--- config.mk ---
export PLATFORM = sky130hd
export DESIGN_NAME = uphy_pwr_seq
export DESIGN_NICKNAME = d
export VERILOG_FILES = /design/src/rtl/uphy_seq_pkg.sv /design/src/rtl/uphy_settle_timer.sv /design/src/rtl/uphy_req_arb.sv /design/src/rtl/uphy_pwr_seq.sv
export SDC_FILE = /design/constraint.sdc
export NUM_CORES = 1
export LEC_CHECK = 0
export BUFFER_PORTS_ARGS = -buffer_cell sky130_fd_sc_hd__buf_2
export CORE_MARGIN = 5
export CORE_UTILIZATION = 52
export DETAILED_ROUTE_END_ITERATION = 12
export PLACE_DENSITY = 0.78
export SYNTH_ARGS = -nofsm -noshare
export SYNTH_HDL_FRONTEND = slang
export SYNTH_SLANG_ARGS = --single-unit
export TNS_END_PERCENT = 10
--- constraint.sdc ---
create_clock -name clk -period 2.41 [get_ports clk]
set_clock_uncertainty 0.2 [all_clocks]
set_input_delay 0.482 -clock clk [delete_from_list [all_inputs] [get_ports clk]]
set_output_delay 0.482 -clock clk [all_outputs]
set_load 0.03 [all_outputs]
--- src/rtl/uphy_seq_pkg.sv ---
`timescale 1ns/1ps
package uphy_seq_pkg;

    typedef enum logic [2:0] {
        ST_IDLE,
        ST_CLK_SETTLE,
        ST_POR_SETTLE,
        ST_CFG_WRITE,
        ST_PHY_SETTLE,
        ST_UTMI_SETTLE,
        ST_DOWN_POR,
        ST_DOWN_CLK
    } seq_state_e;

    // Minimum settle times in nanoseconds
    localparam longint unsigned T_REF_NS = 64'd100_000;
    localparam longint unsigned T_POR_NS = 64'd300_000;
    localparam longint unsigned T_PHY_NS = 64'd2_000_000;
    localparam longint unsigned T_FIN_NS = 64'd2_000;

    // Round up so that a wait is never shorter than its minimum
    function automatic longint unsigned ns_to_cycles(longint unsigned f_hz,
                                                     longint unsigned ns);
        return (f_hz * ns + 64'd999_999_999) / 64'd1_000_000_000;
    endfunction

endpackage

--- src/rtl/uphy_settle_timer.sv ---
`timescale 1ns/1ps
module uphy_settle_timer #(
    parameter int CW = 8
) (
    input  logic          clk,
    input  logic          rst_n,
    input  logic          restart,
    input  logic [CW-1:0] limit,
    output logic          hit
);
    logic [CW-1:0] cnt_d, cnt_q;

    always_comb begin
        cnt_d = cnt_q;
        if (restart)
            cnt_d = '0;
        else if (cnt_q != '1)
            cnt_d = cnt_q + 1'b1;
    end

    always_ff @(posedge clk or negedge rst_n) begin
        if (!rst_n)
            cnt_q <= '0;
        else
            cnt_q <= cnt_d;
    end

    assign hit = (cnt_q == limit);
endmodule

--- src/rtl/uphy_req_arb.sv ---
`timescale 1ns/1ps
module uphy_req_arb #(
    parameter int NPORT = 2,
    localparam int PW   = (NPORT > 1) ? $clog2(NPORT) : 1
) (
    input  logic             clk,
    input  logic             rst_n,
    input  logic [NPORT-1:0] init_req,
    input  logic [NPORT-1:0] exit_req,
    input  logic             take,
    output logic             sel_valid,
    output logic             sel_exit,
    output logic [PW-1:0]    sel_port
);
    typedef struct packed {
        logic [NPORT-1:0] init;
        logic [NPORT-1:0] exit;
    } pend_t;

    pend_t pend_d, pend_q;
    logic [NPORT-1:0] init_all, exit_all, sel_1h;

    always_comb begin
        init_all  = pend_q.init | init_req;
        exit_all  = pend_q.exit | exit_req;
        sel_valid = 1'b0;
        sel_exit  = 1'b0;
        sel_port  = '0;
        // Later assignments win: take-down over bring-up, low index over high
        for (int p = NPORT - 1; p >= 0; p--) begin
            if (init_all[p]) begin
                sel_valid = 1'b1;
                sel_exit  = 1'b0;
                sel_port  = PW'(p);
            end
        end
        for (int p = NPORT - 1; p >= 0; p--) begin
            if (exit_all[p]) begin
                sel_valid = 1'b1;
                sel_exit  = 1'b1;
                sel_port  = PW'(p);
            end
        end
        sel_1h      = NPORT'(1) << sel_port;
        pend_d.init = init_all & ~((take && !sel_exit) ? sel_1h : '0);
        pend_d.exit = exit_all & ~((take &&  sel_exit) ? sel_1h : '0);
    end

    always_ff @(posedge clk or negedge rst_n) begin
        if (!rst_n)
            pend_q <= '0;
        else
            pend_q <= pend_d;
    end
endmodule

--- src/rtl/uphy_pwr_seq.sv ---
`timescale 1ns/1ps
module uphy_pwr_seq
    import uphy_seq_pkg::*;
#(
    parameter int              NPORT       = 2,
    parameter longint unsigned CLK_FREQ_HZ = 64'd250_000_000,
    parameter int              TP_PORT_W   = 3,
    parameter int              TP_ADDR_W   = 8,
    parameter int              TP_DATA_W   = 8,
    parameter int              CFG_PORT    = 0,
    parameter int              CFG_ADDR    = 6,
    parameter int              CFG_DATA    = 4
) (
    input  logic                 clk,
    input  logic                 rst_n,
    input  logic [NPORT-1:0]     init_req,
    input  logic [NPORT-1:0]     exit_req,
    input  logic                 wr_done,
    output logic                 ref_clk_en,
    output logic                 por_rst,
    output logic [NPORT-1:0]     utmi_rst,
    output logic                 wr_req,
    output logic [TP_PORT_W-1:0] wr_port,
    output logic [TP_ADDR_W-1:0] wr_addr,
    output logic [TP_DATA_W-1:0] wr_data,
    output logic [NPORT-1:0]     port_ready,
    output logic                 seq_done
);
    localparam int PW = (NPORT > 1) ? $clog2(NPORT) : 1;
    localparam longint unsigned CYC_REF = ns_to_cycles(CLK_FREQ_HZ, T_REF_NS);
    localparam longint unsigned CYC_POR = ns_to_cycles(CLK_FREQ_HZ, T_POR_NS);
    localparam longint unsigned CYC_PHY = ns_to_cycles(CLK_FREQ_HZ, T_PHY_NS);
    localparam longint unsigned CYC_FIN = ns_to_cycles(CLK_FREQ_HZ, T_FIN_NS);
    localparam int CW = $clog2(CYC_PHY + 1);

    typedef struct packed {
        seq_state_e             state;
        logic [PW-1:0]          port;
        logic                   ref_en;
        logic                   por;
        logic [NPORT-1:0]       utmi;
        logic [NPORT-1:0]       ready;
        logic                   wr_req;
        logic [TP_PORT_W-1:0]   wr_port;
        logic [TP_ADDR_W-1:0]   wr_addr;
        logic [TP_DATA_W-1:0]   wr_data;
        logic                   done;
    } seq_regs_t;

    seq_regs_t        r_d, r_q;
    logic             take, restart, hit;
    logic [CW-1:0]    limit;
    logic             sel_valid, sel_exit;
    logic [PW-1:0]    sel_port;
    logic [NPORT-1:0] sel_1h;

    uphy_req_arb #(.NPORT(NPORT)) i_arb (
        .clk       (clk),
        .rst_n     (rst_n),
        .init_req  (init_req),
        .exit_req  (exit_req),
        .take      (take),
        .sel_valid (sel_valid),
        .sel_exit  (sel_exit),
        .sel_port  (sel_port)
    );

    uphy_settle_timer #(.CW(CW)) i_timer (
        .clk     (clk),
        .rst_n   (rst_n),
        .restart (restart),
        .limit   (limit),
        .hit     (hit)
    );

    always_comb begin
        r_d     = r_q;
        r_d.done = 1'b0;
        take    = 1'b0;
        restart = 1'b0;
        limit   = '0;
        sel_1h  = NPORT'(1) << sel_port;
        case (r_q.state)
            ST_IDLE: begin
                restart = 1'b1;
                if (sel_valid) begin
                    take     = 1'b1;
                    r_d.port = sel_port;
                    if (sel_exit) begin
                        r_d.utmi[sel_port]  = 1'b1;
                        r_d.ready[sel_port] = 1'b0;
                        // Shared clock and reset stay up while another port runs
                        if (|(r_q.ready & ~sel_1h))
                            r_d.done = 1'b1;
                        else
                            r_d.state = ST_DOWN_POR;
                    end else begin
                        r_d.ref_en = 1'b1;
                        r_d.state  = ST_CLK_SETTLE;
                    end
                end
            end
            ST_CLK_SETTLE: begin
                limit = CW'(CYC_REF - 1);
                if (hit) begin
                    r_d.por   = 1'b0;
                    restart   = 1'b1;
                    r_d.state = ST_POR_SETTLE;
                end
            end
            ST_POR_SETTLE: begin
                limit = CW'(CYC_POR - 1);
                if (hit) begin
                    r_d.wr_req  = 1'b1;
                    r_d.wr_port = TP_PORT_W'(CFG_PORT);
                    r_d.wr_addr = TP_ADDR_W'(CFG_ADDR);
                    r_d.wr_data = TP_DATA_W'(CFG_DATA);
                    r_d.state   = ST_CFG_WRITE;
                end
            end
            ST_CFG_WRITE: begin
                restart = 1'b1;
                if (wr_done) begin
                    r_d.wr_req  = 1'b0;
                    r_d.wr_port = '0;
                    r_d.wr_addr = '0;
                    r_d.wr_data = '0;
                    r_d.state   = ST_PHY_SETTLE;
                end
            end
            ST_PHY_SETTLE: begin
                limit = CW'(CYC_PHY - 1);
                if (hit) begin
                    r_d.utmi[r_q.port] = 1'b0;
                    restart            = 1'b1;
                    r_d.state          = ST_UTMI_SETTLE;
                end
            end
            ST_UTMI_SETTLE: begin
                limit = CW'(CYC_FIN - 1);
                if (hit) begin
                    r_d.ready[r_q.port] = 1'b1;
                    r_d.done            = 1'b1;
                    r_d.state           = ST_IDLE;
                end
            end
            ST_DOWN_POR: begin
                r_d.por   = 1'b1;
                r_d.state = ST_DOWN_CLK;
            end
            ST_DOWN_CLK: begin
                r_d.ref_en = 1'b0;
                r_d.done   = 1'b1;
                r_d.state  = ST_IDLE;
            end
            default: r_d.state = ST_IDLE;
        endcase
    end

    always_ff @(posedge clk or negedge rst_n) begin
        if (!rst_n) begin
            r_q       <= '0;
            r_q.state <= ST_IDLE;
            r_q.por   <= 1'b1;
            r_q.utmi  <= '1;
        end else begin
            r_q <= r_d;
        end
    end

    assign ref_clk_en = r_q.ref_en;
    assign por_rst    = r_q.por;
    assign utmi_rst   = r_q.utmi;
    assign wr_req     = r_q.wr_req;
    assign wr_port    = r_q.wr_port;
    assign wr_addr    = r_q.wr_addr;
    assign wr_data    = r_q.wr_data;
    assign port_ready = r_q.ready;
    assign seq_done   = r_q.done;
endmodule

==> results of run 1 <==
[cell families after synthesis]
group / after synthesis / synth area share, %
simple gates: 110 / 23.1
compound gates: 57 / 17.6
buf+inv: 49 / 12.9
flops: 35 / 37.9
xor+xnor: 17 / 6.42
mux: 3 / 1.29
fa+ha+maj: 1 / 0.539
other cells: 1 / 0.162
[layer usage]
layer,GRT usage [%],vias to the layer above,share of wire (%)
li1,-,1000,-
met1,23.9,1002,43
met2,32.7,62,49
met3,5.04,18,5.5
met4,9.97,0,2.7
met5,0,-,0
[per-stage QoR]
step                utilization (%)  hold slack [ns]  TNS, ns  worst slack (ns)  instances
CTS                            62.3           0.0889    -4.40            -0.256        364
finish                         63.7           0.0706    -6.74            -0.274        366
detailed placement             58.5            0.299    -4.32            -0.206        354
global route                   63.7            0.136    -9.91            -0.395        366
floorplan                         -          -0.0136    -4.55            -0.264        288
global placement               58.5            0.305    -4.08            -0.199        354
[worst reg2reg max path: cells and delay by family, from the launching register on]
| kind | cells | cell delay, ns |
|---|---|---|
| buffers and inverters | 2 | 0.26 |
| AO/OA/AOI/OAI | 3 | 0.53 |
| AND/OR/NAND/NOR | 4 | 1.17 |
| flip-flops | 1 | 0.45 |
[area by class of cell]
type                            count  area share (%)
Sequential cell                    35            31.8
Timing Repair Buffer               57            14.7
Tap cell                           52            2.35
Clock buffer                        5            2.48
Multi-Input combinational cell    204            45.6
Inverter                           10            1.35
Clock inverter                      3            1.58
[worst max path at each step]
| stage | startpoint | end | slack (ns) | depth (start not counted) |
|---|---|---|---|---|
| 2_1_floorplan | i_timer.cnt_q[9]$_DFFE_PN0P_ | i_timer.cnt_q[18]$_DFFE_PN0P_ | -0.26 | 9 |
| 3_3_place_gp | r_q[29]$_DFFE_PN0P_ | r_q[28]$_DFFE_PN0P_ | -0.20 | 8 |
| 3_5_place_dp | r_q[29]$_DFFE_PN0P_ | r_q[28]$_DFFE_PN0P_ | -0.21 | 8 |
| 4_1_cts | i_timer.cnt_q[9]$_DFFE_PN0P_ | r_q[29]$_DFFE_PN0P_ | -0.26 | 8 |
| 5_1_grt | i_timer.cnt_q[11]$_DFFE_PN0P_ | port_ready[0]$_DFFE_PN0P_ | -0.40 | 9 |
| 6_report | r_q[30]$_DFFE_PN0P_ | port_ready[0]$_DFFE_PN0P_ | -0.27 | 9 |
[power breakdown]
group	switching, mW	internal [mW]	leakage, nW
clock network	0.228	0.308	0.0581
logic	0.0643	0.0172	0.735
registers	0.00193	0.590	0.412
total	0.295	0.915	1.21
[cell usage after synthesis, types with 2 or more instances]
master    count  area (sq um)
nand4_1       3          18.8
nor2_1       40           150
buf_2         5          25.0
a31oi_1       3          18.8
dfrtp_1      32           801
inv_1        10          37.5
clkbuf_1      8          30.0
o21ai_0      12          60.1
nand3_1       7          35.0
xnor2_1       9          78.8
a221oi_1      2          17.5
o21a_1        2          15.0
nand2_1      25          93.8
nor3b_1       2          15.0
a21oi_1      12          60.1
dfstp_2       3          78.8
o31ai_1       4          30.0
o22ai_1       2          12.5
xor2_1        8          70.1
nor2b_1       4          25.0
nor4_1        4          25.0
mux2i_1       3          30.0
o311ai_0      2          17.5
or3_1         2          12.5
nor4bb_1      2          20.0
buf_4        23           173
nand2b_1      3          18.8
a211oi_1      3          22.5
nor3_1        7          35.0
and3_1        2          12.5
[state kept, by name (all words and copies together), names as in the netlist]
signal and count:
wr_addr 1, seq_done 1, ref_clk_en 1, r_q 4, i_timer.cnt_q 19, port_ready 2
por_rst 1, utmi_rst 2, i_arb.pend_q 4
[what timing repair did]
action                                  4_1_cts  5_1_grt
hold buffers                                  0        0
buffers inserted                              2        2
gates resized for setup                       9       10
endpoints found under the setup margin       29       29
pin swaps                                     9        6
==> results.md, run 1 <==
* Max-slew violation count at 0
* DP HPWL at between 3 and 4 mm
* Antenna-violating nets left at 0
* Synth Register Bits at 35
* Distinct cell type count after synthesis at 59
* Status: finished with violations
* Reg2reg path depth at 9
* Max cap viols at 0
* Sequential cell area at ~880 sq um
* CTS tree: done
* Worst skew pair latency at 0.30 ns
* # DRC at 0
* Hold crit path type: input pin to asynchronous set/reset pin
* Die Width at ~77 microns
* Initial antenna violation count at 0
* Reg2reg start: r_q[30]$_DFFE_PN0P_
* Core Region at 0.00435 sq mm
* Crit path cell chain: or3b_1, nand2_1, o2111ai_1, or4_4, a211oi_4, buf_6, buf_6, nand2_2, o31ai_2
* Proportion of layout cells with a drive suffix above 1 at around 29%
* Critical path's largest stage delay at roughly 0.58 ns
* Area post-placement at about 0.0025 sq mm
* Total grt overflow at 0
* Most common cell after layout, fill and taps aside: nor2_1
* Lkg Pwr at about 1.2 nW
* R2R Setup Slk at -0.27 ns
* Crit path time final at between 2 and 3 ns
* I/O pins at 34
* Most frequent cells in the layout: 40 x nor2_1, 36 x buf_4, 29 x dfrtp_1
* Pin count of the biggest net entering global routing at 36
* Setup crit start kind: register
* Via count at 2082
* Num Clock Sinks at 35
* Final instance area at 0.00277 sq mm
* Fin crit share at 111%
* Sequential area share after synthesis at approximately 38%
* Worst path bufs/invs at 2
* GPL Wtd Cong at 0.866
* Fillcell total at 354
* Vias per cell at about 5.7
* 1st-pass router iterations at 4
* Warnings from Yosys at 0
* Average wire per standard cell at between 15 and 20 microns
* Critical Path End Type: register
* Buffers added on ports at 17
* Worst VDD drop at about 0.53 mV
* Synth async-reset ratio at between 90% and 100%
* Rel. slew slack at between 40% and 50%
* Area Growth Syn to Fin at 19.6%
* Die H at between 70 and 80 microns
* Power Total at ~1.2 mW
* Final Setup Violations at 29
* Critical path's slowest cell: or4_4
* Iter 0 DRT Violations at between 100 and 150
* Top cell by count, worst path: buf_6
* Setup ws final at -0.274 ns
* Root Buffer: clkbuf_8
* Clock buffer depth at 2
* Crit path max fanout at 5
* Overall routed net length at approximately 5.6 mm
* Unrepaired setup endpoints after global routing: true
* All-layer global routing usage at approximately 20%
* FF-to-FF End: port_ready[0]$_DFFE_PN0P_
* Ant. Diodes at 0
* Top FF cell, synth: dfrtp_1
* H-tree depth at 2
* Cell Pwr Density at 436 mW/mm^2
* Worst Path Arrival at approximately 2.7 ns
* Final hold viol count at 0
* Post-synth EDFFs at 0
* Violations in the final reports: setup timing
* Worst-margin pin slew at about 0.79 ns
* Clk slew on worst S/H paths at 0.08 ns
* Synthesized area per cell at around 8.5 sq um
* Die area at 0.00590 sq mm
* First-pass GRT wire length at ~9.5 mm
* Post-Synthesis Cell Area at roughly 0.0023 sq mm
* Vias in the first global route at 2048
* Req. time, crit path at 2.42 ns
* TritonCTS buffer count at 5
* Fmax at 373 MHz
* Mapped Cells at 273
* Multi-input logic area at between 0.001 and 0.0015 sq mm
* Initial core utilization at about 53%
* CP delay by family, top: simple AND/OR/NAND/NOR gates
* Row count at 24
* Critical path class: register to register
* Layout net count at about 320
Power figures use the tool's default switching activity.
==> run 2: changes to the inputs <==
--- a/config.mk
+++ b/config.mk
@@ -9,7 +9,9 @@
 export CORE_MARGIN = 5
 export CORE_UTILIZATION = 52
 export DETAILED_ROUTE_END_ITERATION = 12
+export MAX_ROUTING_LAYER = met4
 export PLACE_DENSITY = 0.78
+export SLEW_MARGIN = 20
 export SYNTH_ARGS = -nofsm -noshare
 export SYNTH_HDL_FRONTEND = slang
 export SYNTH_SLANG_ARGS = --single-unit
==> constraint.sdc (replaced) <==
create_clock -name clk -period 2.41 [get_ports clk]
set_clock_uncertainty 0.2 [all_clocks]
set_input_delay 0.482 -clock clk [delete_from_list [all_inputs] [get_ports clk]]
set_output_delay 0.482 -clock clk [all_outputs]
set_load 0.1 [all_outputs]
==> run 2 against run 1 <==
  * The flow still finishes with violations (setup timing)
  * Critical path depth stayed put
  * Critical endpoint unchanged
  * Sequential power about the same
  * Largest cell class unchanged
  * Cell count is the same
  * Count of clock-buffer cells in the layout is the same
  * Largest power group unchanged
==> results.md, run 2 (synthesis results as in run 1) <==
* Reg with most FFs: i_timer.cnt_q
* Setup crit start kind: register
* Via count at 2081
* Cell Pwr Density at roughly 460 mW/mm^2
* I/O pins at 34
* Root Buffer: clkbuf_8
* Top Registers: i_timer.cnt_q (19), i_arb.pend_q (4), r_q (4)
* Lkg Pwr at between 1 and 1.5 nW
* Fin crit share at 111%
* Reg2reg path depth at 9
* DP HPWL at 3.96 mm
* All-layer global routing usage at between 20 and 25%
* Hold WS at around 0.068 ns
* Num Clock Sinks at 35
* First-pass GRT wire length at ~9.5 mm
* Crit path time final at around 2.7 ns
* Fmax at ~370 MHz
* Critical path's largest stage delay at 0.57 ns
* Antenna-violating nets left at 0
* Top cell by count, worst path: buf_6
* Placed cells at ~350
* Proportion of layout cells with a drive suffix above 1 at around 29%
* Final Setup Violations at 29
* Layout net count at 321
* Sum Neg Setup Slack at -6.70 ns
* Power Total at roughly 1.3 mW
* Post-Place Setup Slack at -0.206 ns
* Setup ws final at -0.270 ns
* FF-to-FF End: port_ready[0]$_DFFE_PN0P_
* Critical path class: register to register
* Critical path's slowest cell: or4_4
* Max-slew violation count at 0
* Multi-input logic area at 0.00127 sq mm
* CP delay by family, top: simple AND/OR/NAND/NOR gates
* Crit path max fanout at 5
* Area post-placement at around 0.0025 sq mm
* Ant. Diodes at 0
* Die H at around 77 microns
* Hold Buf Count CTS at 0
* Initial antenna violation count at 0
* Worst path bufs/invs at 2
* Die Width at ~77 microns
* Worst-margin pin slew at between 0.7 and 0.8 ns
* Iter 0 DRT Violations at 126
* Max cap viols at 0
* Initial core utilization at around 53%
* Vias per cell at 5.69
* Hold crit path type: input pin to asynchronous set/reset pin
* Sequential cell area at 883 sq um
* Die area at a little under 0.006 sq mm
* Average wire per standard cell at approximately 15 microns
* Overall routed net length at 5.60 mm
* Worst VDD drop at ~0.53 mV
* Rel. slew slack at a little under half
* Buffers added on ports at 17
* Area Growth Syn to Fin at 19.6%
* Pin count of the biggest net entering global routing at 36
* Worst skew pair latency at just under 0.3 ns
* Total grt overflow at 0
* Status: finished with violations
* Max reg flops at 19
* Final core utilization at a little under two thirds
* Final hold viol count at 0
* Row count at 24
* Unrepaired setup endpoints after global routing: true
* H-tree depth at 2
* Most frequent cells in the layout: 40 x nor2_1, 36 x buf_4, 29 x dfrtp_1
* Core Region at 0.00435 sq mm
* Critical Path End Type: register
* Fillcell total at ~350
* Req. time, crit path at between 2 and 2.5 ns
* R2R Setup Slk at -0.27 ns
* Final instance area at between 0.002 and 0.003 sq mm
* 1st-pass router iterations at 4
* TritonCTS buffer count at 5
* Clk slew on worst S/H paths at roughly 0.08 ns
* Worst Path Arrival at 2.69 ns
* CTS tree: done
* Final cell count without fillers at 366
* Clock buffer depth at 2
* Most common cell after layout, fill and taps aside: nor2_1
* Crit path depth at 9
* Vias in the first global route at about 2000
* Violations in the final reports: setup timing
* Crit path cell chain: or3b_1, nand2_1, o2111ai_1, or4_4, a211oi_4, buf_6, buf_6, nand2_2, o31ai_2
* Reg2reg start: r_q[30]$_DFFE_PN0P_
* GPL Wtd Cong at roughly 0.88
* # DRC at 0
run 2: power breakdown:
group	total [mW]	switching [mW]	leakage (nW)	internal, mW
clock	0.536	0.228	0.0581	0.308
combinational	0.161	0.144	0.735	0.0172
sequential	0.592	0.00199	0.412	0.590
total	1.29	0.375	1.21	0.915
run 2: worst reg2reg max path, stage by stage, from the launching register on:
cell	delay, ns
dfrtp_2	0.45
or3b_1	0.42
nand2_1	0.10
o2111ai_1	0.10
or4_4	0.57
a211oi_4	0.25
buf_6	0.15
buf_6	0.11
nand2_2	0.07
o31ai_2	0.17
run 2: cell type report:
| type | instances | share of cell area (%) |
|---|---|---|
| repair buffers | 57 | 14.7 |
| multi-input cells | 204 | 45.6 |
| clock inverters | 3 | 1.58 |
| clock buffers | 5 | 2.48 |
| inverters | 10 | 1.35 |
| well taps | 52 | 2.35 |
| flip-flops and latches | 35 | 31.8 |
run 2: worst max path at each step:
stage,startpoint,endpoint,slack (ns)
2_1_floorplan,i_timer.cnt_q[9]$_DFFE_PN0P_,i_timer.cnt_q[18]$_DFFE_PN0P_,-0.26
3_3_place_gp,r_q[29]$_DFFE_PN0P_,r_q[28]$_DFFE_PN0P_,-0.20
6_report,r_q[30]$_DFFE_PN0P_,port_ready[0]$_DFFE_PN0P_,-0.27
3_5_place_dp,r_q[29]$_DFFE_PN0P_,r_q[28]$_DFFE_PN0P_,-0.21
5_1_grt,i_timer.cnt_q[11]$_DFFE_PN0P_,port_ready[0]$_DFFE_PN0P_,-0.40
4_1_cts,i_timer.cnt_q[9]$_DFFE_PN0P_,r_q[29]$_DFFE_PN0P_,-0.26
run 2: what timing repair did:
action / CTS / global route
endpoints found under the setup margin: 29 / 29
setup buffers: 2 / 2
pin swaps: 9 / 6
cloned: 0 / 0
gates resized for setup: 9 / 10
run 2: layer usage:
metal  vias to the layer above  GRT usage, %  part of all wire [%]
li1                       1004             -                     -
met1                      1011          24.0                    43
met2                        49          32.5                    50
met3                        17          5.04                   5.0
met4                         0          9.97                   2.4
met5                         -             -                     0
